File: config.mk
export PLATFORM = sky130hd
export DESIGN_NAME = lpm_ctrl
export DESIGN_NICKNAME = d
export VERILOG_FILES = /design/src/rtl/lpm_pkg.sv /design/src/rtl/lpm_entry.sv /design/src/rtl/lpm_access_gate.sv /design/src/rtl/lpm_event_hold.sv /design/src/rtl/lpm_ctrl.sv
export SDC_FILE = /design/constraint.sdc
export NUM_CORES = 1
export LEC_CHECK = 0
export BUFFER_PORTS_ARGS = -buffer_cell sky130_fd_sc_hd__buf_4
export CAP_MARGIN = 20
export CORE_AREA = 10 10 47 49
export CTS_BUF_LIST = sky130_fd_sc_hd__clkbuf_8 sky130_fd_sc_hd__clkbuf_16
export CTS_CLUSTER_SIZE = 8
export DETAILED_ROUTE_END_ITERATION = 16
export DIE_AREA = 0 0 57 59
export PLACE_DENSITY_LB_ADDON = 0.1
export SLEW_MARGIN = 20
export SYNTH_ARGS = -nofsm -noshare
export SYNTH_HDL_FRONTEND = slang
export SYNTH_SLANG_ARGS = --single-unit
File: constraint.sdc
create_clock -name clk_i -period 0.8 [get_ports clk_i]
set_input_delay 0.04 -clock clk_i [delete_from_list [all_inputs] [get_ports clk_i]]
set_output_delay 0.04 -clock clk_i [all_outputs]
set_load 0.05 [all_outputs]
File: src/rtl/lpm_pkg.sv
package lpm_pkg;
  localparam int unsigned ACC_W    = 6;
  localparam int unsigned EVT_W    = 2;
  localparam int unsigned ACC_RX_POP  = 0;
  localparam int unsigned ACC_TX_PUSH = 1;
  localparam int unsigned ACC_CLR     = 2;
  localparam int unsigned ACC_FDIS    = 3;
  localparam int unsigned ACC_ATTR    = 4;
  localparam int unsigned ACC_FLAG    = 5;
  typedef logic [ACC_W-1:0] acc_vec_t;
endpackage

File: src/rtl/lpm_entry.sv
// Entry tracker: done once request seen together with a frame boundary.
module lpm_entry (
  input  logic clk_i,
  input  logic rst_ni,
  input  logic req_i,
  input  logic boundary_i,
  output logic done_o
);
  logic done_q;

  always_ff @(posedge clk_i or negedge rst_ni) begin
    if (!rst_ni) done_q <= 1'b0;
    else         done_q <= req_i & (done_q | boundary_i);
  end

  assign done_o = done_q;

  a_r2_release: assert property (@(posedge clk_i) disable iff (!rst_ni)
    !req_i |=> !done_o);
  a_r2_wait_boundary: assert property (@(posedge clk_i) disable iff (!rst_ni)
    (req_i && !done_o && !boundary_i) |=> !done_o);
endmodule

File: src/rtl/lpm_access_gate.sv
module lpm_access_gate #(
  parameter int unsigned W = lpm_pkg::ACC_W
) (
  input  logic         blocked_i,
  input  logic [W-1:0] req_i,
  output logic [W-1:0] qual_o
);
  for (genvar g = 0; g < W; g++) begin : g_bit
    assign qual_o[g] = req_i[g] & ~blocked_i;
  end
endmodule

File: src/rtl/lpm_event_hold.sv
// Request lines: frozen in stop, sticky-high in disable, pass-through otherwise.
module lpm_event_hold #(
  parameter int unsigned W = lpm_pkg::EVT_W
) (
  input  logic         clk_i,
  input  logic         rst_ni,
  input  logic         stop_i,
  input  logic         dis_i,
  input  logic [W-1:0] evt_i,
  output logic [W-1:0] evt_o
);
  logic [W-1:0] evt_q;

  for (genvar g = 0; g < W; g++) begin : g_bit
    always_ff @(posedge clk_i or negedge rst_ni) begin
      if (!rst_ni)     evt_q[g] <= 1'b0;
      else if (stop_i) evt_q[g] <= evt_q[g];
      else if (dis_i)  evt_q[g] <= evt_q[g] | evt_i[g];
      else             evt_q[g] <= evt_i[g];
    end
  end

  assign evt_o = evt_q;

  a_r8_stop_freeze: assert property (@(posedge clk_i) disable iff (!rst_ni)
    stop_i |=> $stable(evt_o));
  a_r9_no_clear: assert property (@(posedge clk_i) disable iff (!rst_ni)
    (dis_i && !stop_i) |=> ((evt_o & $past(evt_o)) == $past(evt_o)));
endmodule

File: src/rtl/lpm_ctrl.sv
module lpm_ctrl #(
  parameter int unsigned ACC_W = lpm_pkg::ACC_W,
  parameter int unsigned EVT_W = lpm_pkg::EVT_W
) (
  input  logic             clk_i,
  input  logic             rst_ni,
  input  logic             stop_req_i,
  output logic             stop_ack_o,
  output logic             stop_ready_o,
  input  logic             dis_sw_i,
  input  logic             dis_hw_i,
  input  logic             xfer_active_i,
  input  logic             frame_end_i,
  output logic             clk_en_o,
  output logic             running_o,
  input  logic [ACC_W-1:0] access_req_i,
  output logic [ACC_W-1:0] access_o,
  input  logic [EVT_W-1:0] event_i,
  output logic [EVT_W-1:0] event_o
);
  logic boundary, dis_req, stop_done, dis_done, ack_q;

  assign boundary = ~xfer_active_i | frame_end_i;
  assign dis_req  = dis_sw_i | dis_hw_i;

  always_ff @(posedge clk_i or negedge rst_ni) begin
    if (!rst_ni) ack_q <= 1'b0;
    else         ack_q <= stop_req_i;
  end

  lpm_entry i_stop_entry (
    .clk_i, .rst_ni, .req_i(stop_req_i), .boundary_i(boundary), .done_o(stop_done)
  );

  lpm_entry i_dis_entry (
    .clk_i, .rst_ni, .req_i(dis_req), .boundary_i(boundary), .done_o(dis_done)
  );

  lpm_access_gate #(.W(ACC_W)) i_gate (
    .blocked_i(dis_done), .req_i(access_req_i), .qual_o(access_o)
  );

  lpm_event_hold #(.W(EVT_W)) i_evt (
    .clk_i, .rst_ni, .stop_i(stop_done), .dis_i(dis_done),
    .evt_i(event_i), .evt_o(event_o)
  );

  assign stop_ack_o   = ack_q;
  assign stop_ready_o = stop_done;
  assign clk_en_o     = ~(stop_done | dis_done);
  assign running_o    = clk_en_o;

  a_r1_ack_rise: assert property (@(posedge clk_i) disable iff (!rst_ni)
    stop_req_i |=> stop_ack_o);
  a_r1_ack_fall: assert property (@(posedge clk_i) disable iff (!rst_ni)
    !stop_req_i |=> !stop_ack_o);
  a_r3_stopped_status: assert property (@(posedge clk_i) disable iff (!rst_ni)
    stop_ready_o |-> !running_o);
  a_r7_gate_in_disable: assert property (@(posedge clk_i) disable iff (!rst_ni)
    (!clk_en_o && !stop_ready_o) |-> (access_o == '0));
  a_r4_no_early_gate: assert property (@(posedge clk_i) disable iff (!rst_ni)
    (clk_en_o && !stop_req_i && xfer_active_i && !frame_end_i) |=> clk_en_o);
endmodule

Word level (Yosys, flattened, before mapping) --
Cells that the tools add are included.
Cells by class: muxes and demuxes 2, bitwise logic cells 18
Operators by type and width (number):
- $and A1 B1 Y1 | 8
- $or A1 B1 Y1 | 7
- $not A1 Y1 | 3
- $mux W1 | 2
Storage, ports and cells: register bits 5, bits of input ports 15, output and inout bits 12, word-level logic and storage cells 25

Depth between registers and ports, before layout --
Gate-level depths: netlist (run 1).
word-level depth 4, gate-level depth with buffers 2, gate-level depth less buffers 2

Hierarchy --
A second synthesis (run 1) with hierarchy kept.
Unflattened totals: cells, all modules 23, area total of the unflattened synthesis 229.0 sq um
Modules (own cells, without submodules):
- lpm_event_hold | times used 1, cells each 8, area each 77.6 sq um, sequential area each 50.0 sq um
- lpm_entry | times used 2, cells each 2, area each 32.5 sq um, sequential area each 25.0 sq um
- lpm_ctrl | times used 1, cells each 5, area each 48.8 sq um, sequential area each 25.0 sq um
- lpm_access_gate | times used 1, cells each 6, area each 37.5 sq um, sequential area each 0.0 sq um

Least setup slack after synthesis (run 1) --
OpenSTA, ideal clock, no wires.
path type register to output, start point reg i_stop_entry.done_q, in the netlist i_stop_entry.done_o, end point out running_o, data arrival time 1682 ps, data required time 760 ps, slack -922 ps, stages on the path, launching flop included 3, buffers on the path 1, cell sequence dfrtp_1 -> nor2_1 -> buf_4
Between the ends: cells in the longest elaborated chain, start to end 2
Ends and longest elaborated chain:
- start, declared | RTL line lpm_entry.sv:9 | logic done_q;
- start signal, assigned | RTL line lpm_entry.sv:13 | else done_q <= req_i & (done_q | boundary_i);
- $or A1 B1 Y1 | RTL line lpm_ctrl.sv:50 | assign clk_en_o = ~(stop_done | dis_done);
- $not A1 Y1 | RTL line lpm_ctrl.sv:50
- end, declared | RTL line lpm_ctrl.sv:15 | output logic running_o,
Every way passes these cells.

Worst setup path in the final report (run 1) --
start point reg i_dis_entry.done_q, in the netlist i_dis_entry.done_o, end point out access_o[2]
Between the ends: cells in the longest elaborated chain, start to end 2
Ends and longest elaborated chain:
- start, declared | RTL line lpm_entry.sv:9
- start signal, assigned | RTL line lpm_entry.sv:13
- $not A1 Y1 | RTL line lpm_access_gate.sv:9 | assign qual_o[g] = req_i[g] & ~blocked_i;
- $and A1 B1 Y1 | RTL line lpm_access_gate.sv:9
- end, declared | RTL line lpm_ctrl.sv:17 | output logic [ACC_W-1:0] access_o,
Every way passes these cells.

==> results of run 1 <==
-- what timing repair did --
action                                  in CTS  in global routing
endpoints found under the setup margin      14                 14
hold buffers                                 2                  0
endpoints found under the hold margin        6                  0
gates resized for setup                     17                  1
-- cells by family after synthesis --
family / synth area share, %
compound gates: 15.63
buf+inv: 6.252
flops: 52.08
simple gates: 26.04
-- where the power goes --
| part | internal (mW) | switching (mW) | leakage, nW | total, mW |
|---|---|---|---|---|
| clock network | 0.329 | 0.123 | 0.0269 | 0.452 |
| registers | 0.280 | 0.0262 | 0.0536 | 0.306 |
| logic | 0.188 | 0.213 | 0.211 | 0.401 |
-- stage by stage --
step | instances | area, um^2
final | 70 | 605.6
after global placement | 64 | 473.0
after detailed placement | 64 | 473.0
after CTS | 70 | 601.8
after global routing | 70 | 605.6
after floorplan | 22 | 261.5
-- flip-flops by register name, summed over array words and instances (netlist names) --
signal and flops:
i_stop_entry.done_o 1, stop_ack_o 1, i_evt.evt_o 2, i_dis_entry.done_o 1
-- per-layer routing --
metal	wire, um	GRT usage [%]
met4	4	5.034
met3	119	3.433
met1	346	5.448
met2	524	9.922
met5	0	0
-- worst max path at each step --
stage	slack [ps]	cells past startpoint	start	end
2_1_floorplan	-330	2	i_stop_entry.done_o$_DFF_PN0_	running_o
3_3_place_gp	-110	2	i_dis_entry.done_o$_DFF_PN0_	access_o[5]
3_5_place_dp	-120	2	i_dis_entry.done_o$_DFF_PN0_	access_o[4]
4_1_cts	-330	3	i_dis_entry.done_o$_DFF_PN0_	running_o
5_1_grt	-400	3	i_dis_entry.done_o$_DFF_PN0_	clk_en_o
6_report	-320	2	i_dis_entry.done_o$_DFF_PN0_	access_o[2]
-- worst reg2reg max path: stages, from the launching register on --
cell     delay (ps)
dfrtp_2         450
o21ai_0         170
o21ai_0         100
-- placed cells by master, fill, tap and decap left out, drive strengths merged --
| master | instances |
|---|---|
| and2b | 6 |
| buf | 27 |
| clkbuf | 3 |
| dfrtp | 5 |
| dlygate4sd3 | 2 |
| inv | 3 |
| nand2b | 1 |
| nor2 | 1 |
| o21a | 1 |
| o21ai | 4 |
| o22a | 1 |
-- layout make-up --
| cell class | count | area (um^2) | area share (%) |
|---|---|---|---|
| Timing Repair Buffer | 29 | 290.3 | 47.93 |
| Clock buffer | 3 | 41.29 | 6.818 |
| Sequential cell | 5 | 127.6 | 21.07 |
| Inverter | 2 | 7.507 | 1.240 |
| Multi-Input combinational cell | 14 | 115.1 | 19.01 |
| Tap cell | 16 | 20.02 | 3.306 |
| Clock inverter | 1 | 3.754 | 0.6198 |
==> results.md, run 1 <==
* Outcome: complete, but fails checks
* Failing checks: setup timing
* Worst hold endpoint: i_dis_entry.done_o$_DFF_PN0_
* Ranking of synthesized cells by area: dfrtp_1 (52%), and2b_2 (22%), o21ai_0 (8.3%)
* Reg-to-Reg End: i_evt.evt_o[0]$_DFFE_PN0N_
* Post-DRT Antenna Nets at 0
* Max FO, Critical Path at 10
* Count leader, synth: and2b_2
* Vias in the first global route at between 300 and 400
* DRT Pass-1 Iters at 4
* Hold Path Class: input pin to register
* Final-report max-slew violation count at 0
* R2r startpoint: i_stop_entry.done_o$_DFF_PN0_
* Via count at 298
* Final core utilization at 43.21%
* Crit path DAT at around 1100 ps
* Post-synth top area share at between 50% and 60%
* Pre-CTS WS at -120.7 ps
* Largest net degree at the start of global routing at 11
* Pwr Density at about 1900 nW/um^2
* Remaining global-route overflow at 0
* Max-Cap Viols at 0
* Number of diodes at 0
* Num CTS Buffers at 3
* 1st-iter DRT viols at 2
* Max Fclk at ~0.89 GHz
* Top Ports at 27
* Die Wd at 57 um
* Yosys Warn Count at 0
* Avg WL per Cell at ~14 um
* Post-DP HPWL at slightly below 800 um
* Layout cells sized above 1 at between 70% and 80%
* Final Cycle Share at 140.1%
* Setup TNS Final at -2702 ps
* Max clock buf depth at 2
* Maximum VDD drop at around 0.0011 V
* Top cells by count, synth: and2b_2 (6), dfrtp_1 (5), o21ai_0 (4)
* Post-Syn Nets at 37
* Minimum clock period at approximately 1100 ps
* Synth Instances at 22
* H-tree Lvls at 1
* Ys async rst share at between 90% and 100%
* Mapped cell area at ~240 um^2
* Delay-heaviest family, CP: flip-flops
* Die height at just under 60 um
* CP max stage delay at 440 ps
* Actual slew at the worst max-slew pin at approximately 160 ps
* Core Area at 1401 um^2
* Min-Delay Path Depth at 2
* Synthesized area per cell at approximately 11 um^2
* Initial Utilization at between 10% and 20%
* Clock Latency Late Sink at ~220 ps
* Die area at around 3400 um^2
* # setup viols final at 11
* CTS clock-pin slew for the worst setup and hold paths at approximately 40 ps
* Root Driver: clkbuf_8
* Cell leakage power at 0.2917 nW
* WHS at approximately 50 ps
* Yosys cell types at 9
* Final estimated routing congestion in global placement at between 0.7 and 0.8
* Reg2reg path depth at 2
* Post-synth EDFFs at 0
* Final Hold Viols at 0
* Clock sink count at 5
* All-Layer GR Usage at 6.092%
* CTS tree: yes
* Area Overhead vs Synth at 152.1%
* Vias per cell at ~4.3
* First-pass GRT wire length at between 1.5 and 2 mm
* Setup repair bufs after CTS at 0
* R2r setup slk at -50 ps
* Final setup margin at -320.9 ps
* # port buffers at 26
* Synth Register Bits at 5
* CP Capture Type: output pin
* RSZ-0062 raised after global routing: yes
* # rows at 14
* Min-delay src: dis_sw_i
* CP startpoint kind: register
* Relative slew slack at between 80 and 90%
* Residual DRC count at 0
* Post-synthesis sequential area ratio at about 52%
* Total power at ~1.2 mW
* Final wirelength at around 990 um
* Critical path buffers and inverters at 1
* Nets at 70
* Critical path, cell by cell: and2b_4 -> buf_8
* Worst path required time at around 760 ps
* CP max stage cell: dfrtp_2
* Fillers at approximately 140
* Main synth FF type: dfrtp_1
* Final Skew at 1.371 ps
* CP Class: register to output pin
* Initial antenna violation count at 0
* Cell taking the most area after synthesis: dfrtp_1
(Power assumes the default switching activity.)
==> run 2: changes to the inputs <==
--- a/config.mk
+++ b/config.mk
@@ -7,11 +7,13 @@
 export LEC_CHECK = 0
 export BUFFER_PORTS_ARGS = -buffer_cell sky130_fd_sc_hd__buf_4
 export CAP_MARGIN = 20
-export CORE_AREA = 10 10 47 49
+export CELL_PAD_IN_SITES_DETAIL_PLACEMENT = 2
+export CELL_PAD_IN_SITES_GLOBAL_PLACEMENT = 2
+export CORE_MARGIN = 10
+export CORE_UTILIZATION = 13
 export CTS_BUF_LIST = sky130_fd_sc_hd__clkbuf_8 sky130_fd_sc_hd__clkbuf_16
 export CTS_CLUSTER_SIZE = 8
 export DETAILED_ROUTE_END_ITERATION = 16
-export DIE_AREA = 0 0 57 59
 export PLACE_DENSITY_LB_ADDON = 0.1
 export SLEW_MARGIN = 20
 export SYNTH_ARGS = -nofsm -noshare
==> results.md, run 2 (synthesis gave the netlist of run 1 again) <==
* 1st-iter DRT viols at 0 (-2)
* Max Fclk at 0.8997 GHz (+0.84%)
* Inst Count DP at 72 (+13%)
* Nets at 75 (+7.1%)
* Post-Layout Cell Count at 84 (+20%)
* Max reg flops at 2 (unchanged)
* Max FO, Critical Path at 8 (-2)
* Clock Latency Late Sink at 220 ps (about the same)
* Final Instance Area at 680.7 um^2 (+12%)
* Dpl cell area at 476.7 um^2 (+0.79%)
* # rows at 15 (+1)
* Final Cycle Share at 138.9% (-1.2 points)
* Crit path DAT at 1070 ps (about the same)
* CP Class: register to output pin
* Vias in the first global route at 395 (+15%)
* Pwr Density at 1795 nW/um^2 (-6.2%)
* CTS clock-pin slew for the worst setup and hold paths at 40 ps (about the same)
* Remaining global-route overflow at 0 (unchanged)
* Post-DRT Antenna Nets at 0 (unchanged)
* CP Capture Type: output pin
* Core Area at 1745 um^2 (+25%)
* WHS at 48.34 ps (-1.607 ps)
* Min-delay src: dis_sw_i
* Hold Path Class: input pin to register
* R2r setup slk at -230 ps (-180 ps)
* Die Wd at 62.99 um (+11%)
* Reg2reg path depth at 4 (+2)
* Final Skew at 1.536 ps (+0.1647 ps)
* Largest net degree at the start of global routing at 9 (-2)
* Top Ports at 27 (unchanged)
* Final setup margin at -311.5 ps (+9.340 ps)
* Setup TNS Final at -3126 ps (-423.7 ps)
* Initial Utilization at 13.76% (-3.4 points)
* Outcome: complete, but fails checks
* RSZ-0062 raised after global routing: yes
* Number of diodes at 0 (unchanged)
* Post-DP HPWL at 926.7 um (+17%)
* Layout cells sized above 1 at 79.66% (+5.6 points)
* Most common cell after layout, fill and taps aside: buf_4
* Final core utilization at 39.00% (-4.2 points)
* CP startpoint kind: register
* Final Hold Viols at 0 (unchanged)
* Max-Cap Viols at 0 (unchanged)
* Max clock buf depth at 2 (unchanged)
* Area Overhead vs Synth at 183.3%
* Via count at 315 (+5.7%)
* Num CTS Buffers at 3 (unchanged)
* Die height at 62.99 um (+6.8%)
* Pre-CTS WS at -154.4 ps (-33.72 ps)
* Root Driver: clkbuf_8
* Maximum VDD drop at 0.0009055 V (-14%)
* Relative slew slack at 90.60% (+1.5 points)
* CTS tree: yes
* Cell leakage power at 0.3243 nW (+11%)
* Final estimated routing congestion in global placement at 0.6262 (-22%)
* Actual slew at the worst max-slew pin at 140.9 ps (-22.63 ps)
* H-tree Lvls at 1 (unchanged)
* Residual DRC count at 0 (unchanged)
* # setup viols final at 14 (+3)
* Vias per cell at 3.750 (-12%)
* # port buffers at 26 (unchanged)
* All-Layer GR Usage at 5.829% (-0.26 points)
* Total power at 1.222 mW (+5.5%)
* Worst setup startpoint: i_dis_entry.done_o$_DFF_PN0_
* Final-report max-slew violation count at 0 (unchanged)
* First-pass GRT wire length at 1.856 mm (+19%)
* Worst path required time at 760 ps (about the same)
* Initial antenna violation count at 0 (unchanged)
* Most frequent cells in the layout: buf_4 (18), buf_8 (9), and2b_4 (6)
* Minimum clock period at 1112 ps (-9.340 ps)
* Die area at 3967 um^2 (+18%)
* R2r startpoint: i_dis_entry.done_o$_DFF_PN0_
* DRT Pass-1 Iters at 1 (-3)
* Clock sink count at 5 (unchanged)
* Failing checks: setup timing
* Avg WL per Cell at 13.86 um (-2.4%)
* Final wirelength at 1.164 mm (+17%)
* Min-Delay Path Depth at 2 (unchanged)
==> run 2: cell types whose count changed in the layout (fill, tap and decap cells not counted), sizes merged <==
cell / change
buf: +5
==> run 2: worst max-delay path, stage by stage (launching register included) <==
cell	delay [ps]
dfrtp_2	440
and2b_4	270
buf_8	140
==> run 2: area by class of cell <==
class                   instances  area, um^2
inverters                       2       7.507
multi-input cells              14       122.6
repair buffers                 34       346.6
fillers                       197        1065
clock buffers                   3       41.29
clock inverters                 1       3.754
flip-flops and latches          5       127.6
well taps                      25       31.28
==> run 2: layer usage <==
layer  part of all wire (%)  GRT usage, %  vias to the layer above
li1                       -             -                      145
met1                     33         4.586                      151
met2                     53         11.42                       19
met3                     14         3.584                        0
met4                      0         1.676                        0
met5                      0             0                        -
==> run 2: worst paths after layout <==
check / end
min in group asynchronous: i_evt.evt_o[1]$_DFFE_PN0N_
max in group asynchronous: i_stop_entry.done_o$_DFF_PN0_
min reg2reg: i_evt.evt_o[0]$_DFFE_PN0N_
max: access_o[4]
min: i_dis_entry.done_o$_DFF_PN0_
max reg2reg: i_evt.evt_o[1]$_DFFE_PN0N_
==> run 2: timing repair <==
item | 4_1_cts | 5_1_grt
hold buffers | 2 | 0
resized for setup | 26 | 3
endpoints found under the setup margin | 13 | 16
setup buffers | 4 | 2
pin swaps | 2 | 1
hold endpoints to repair | 6 | 0
==> run 2: power by group <==
| part | internal, mW | total (mW) | switching [mW] |
|---|---|---|---|
| Combinational | 0.235 | 0.471 | 0.236 |
| Sequential | 0.280 | 0.304 | 0.0248 |
| Clock | 0.328 | 0.447 | 0.118 |
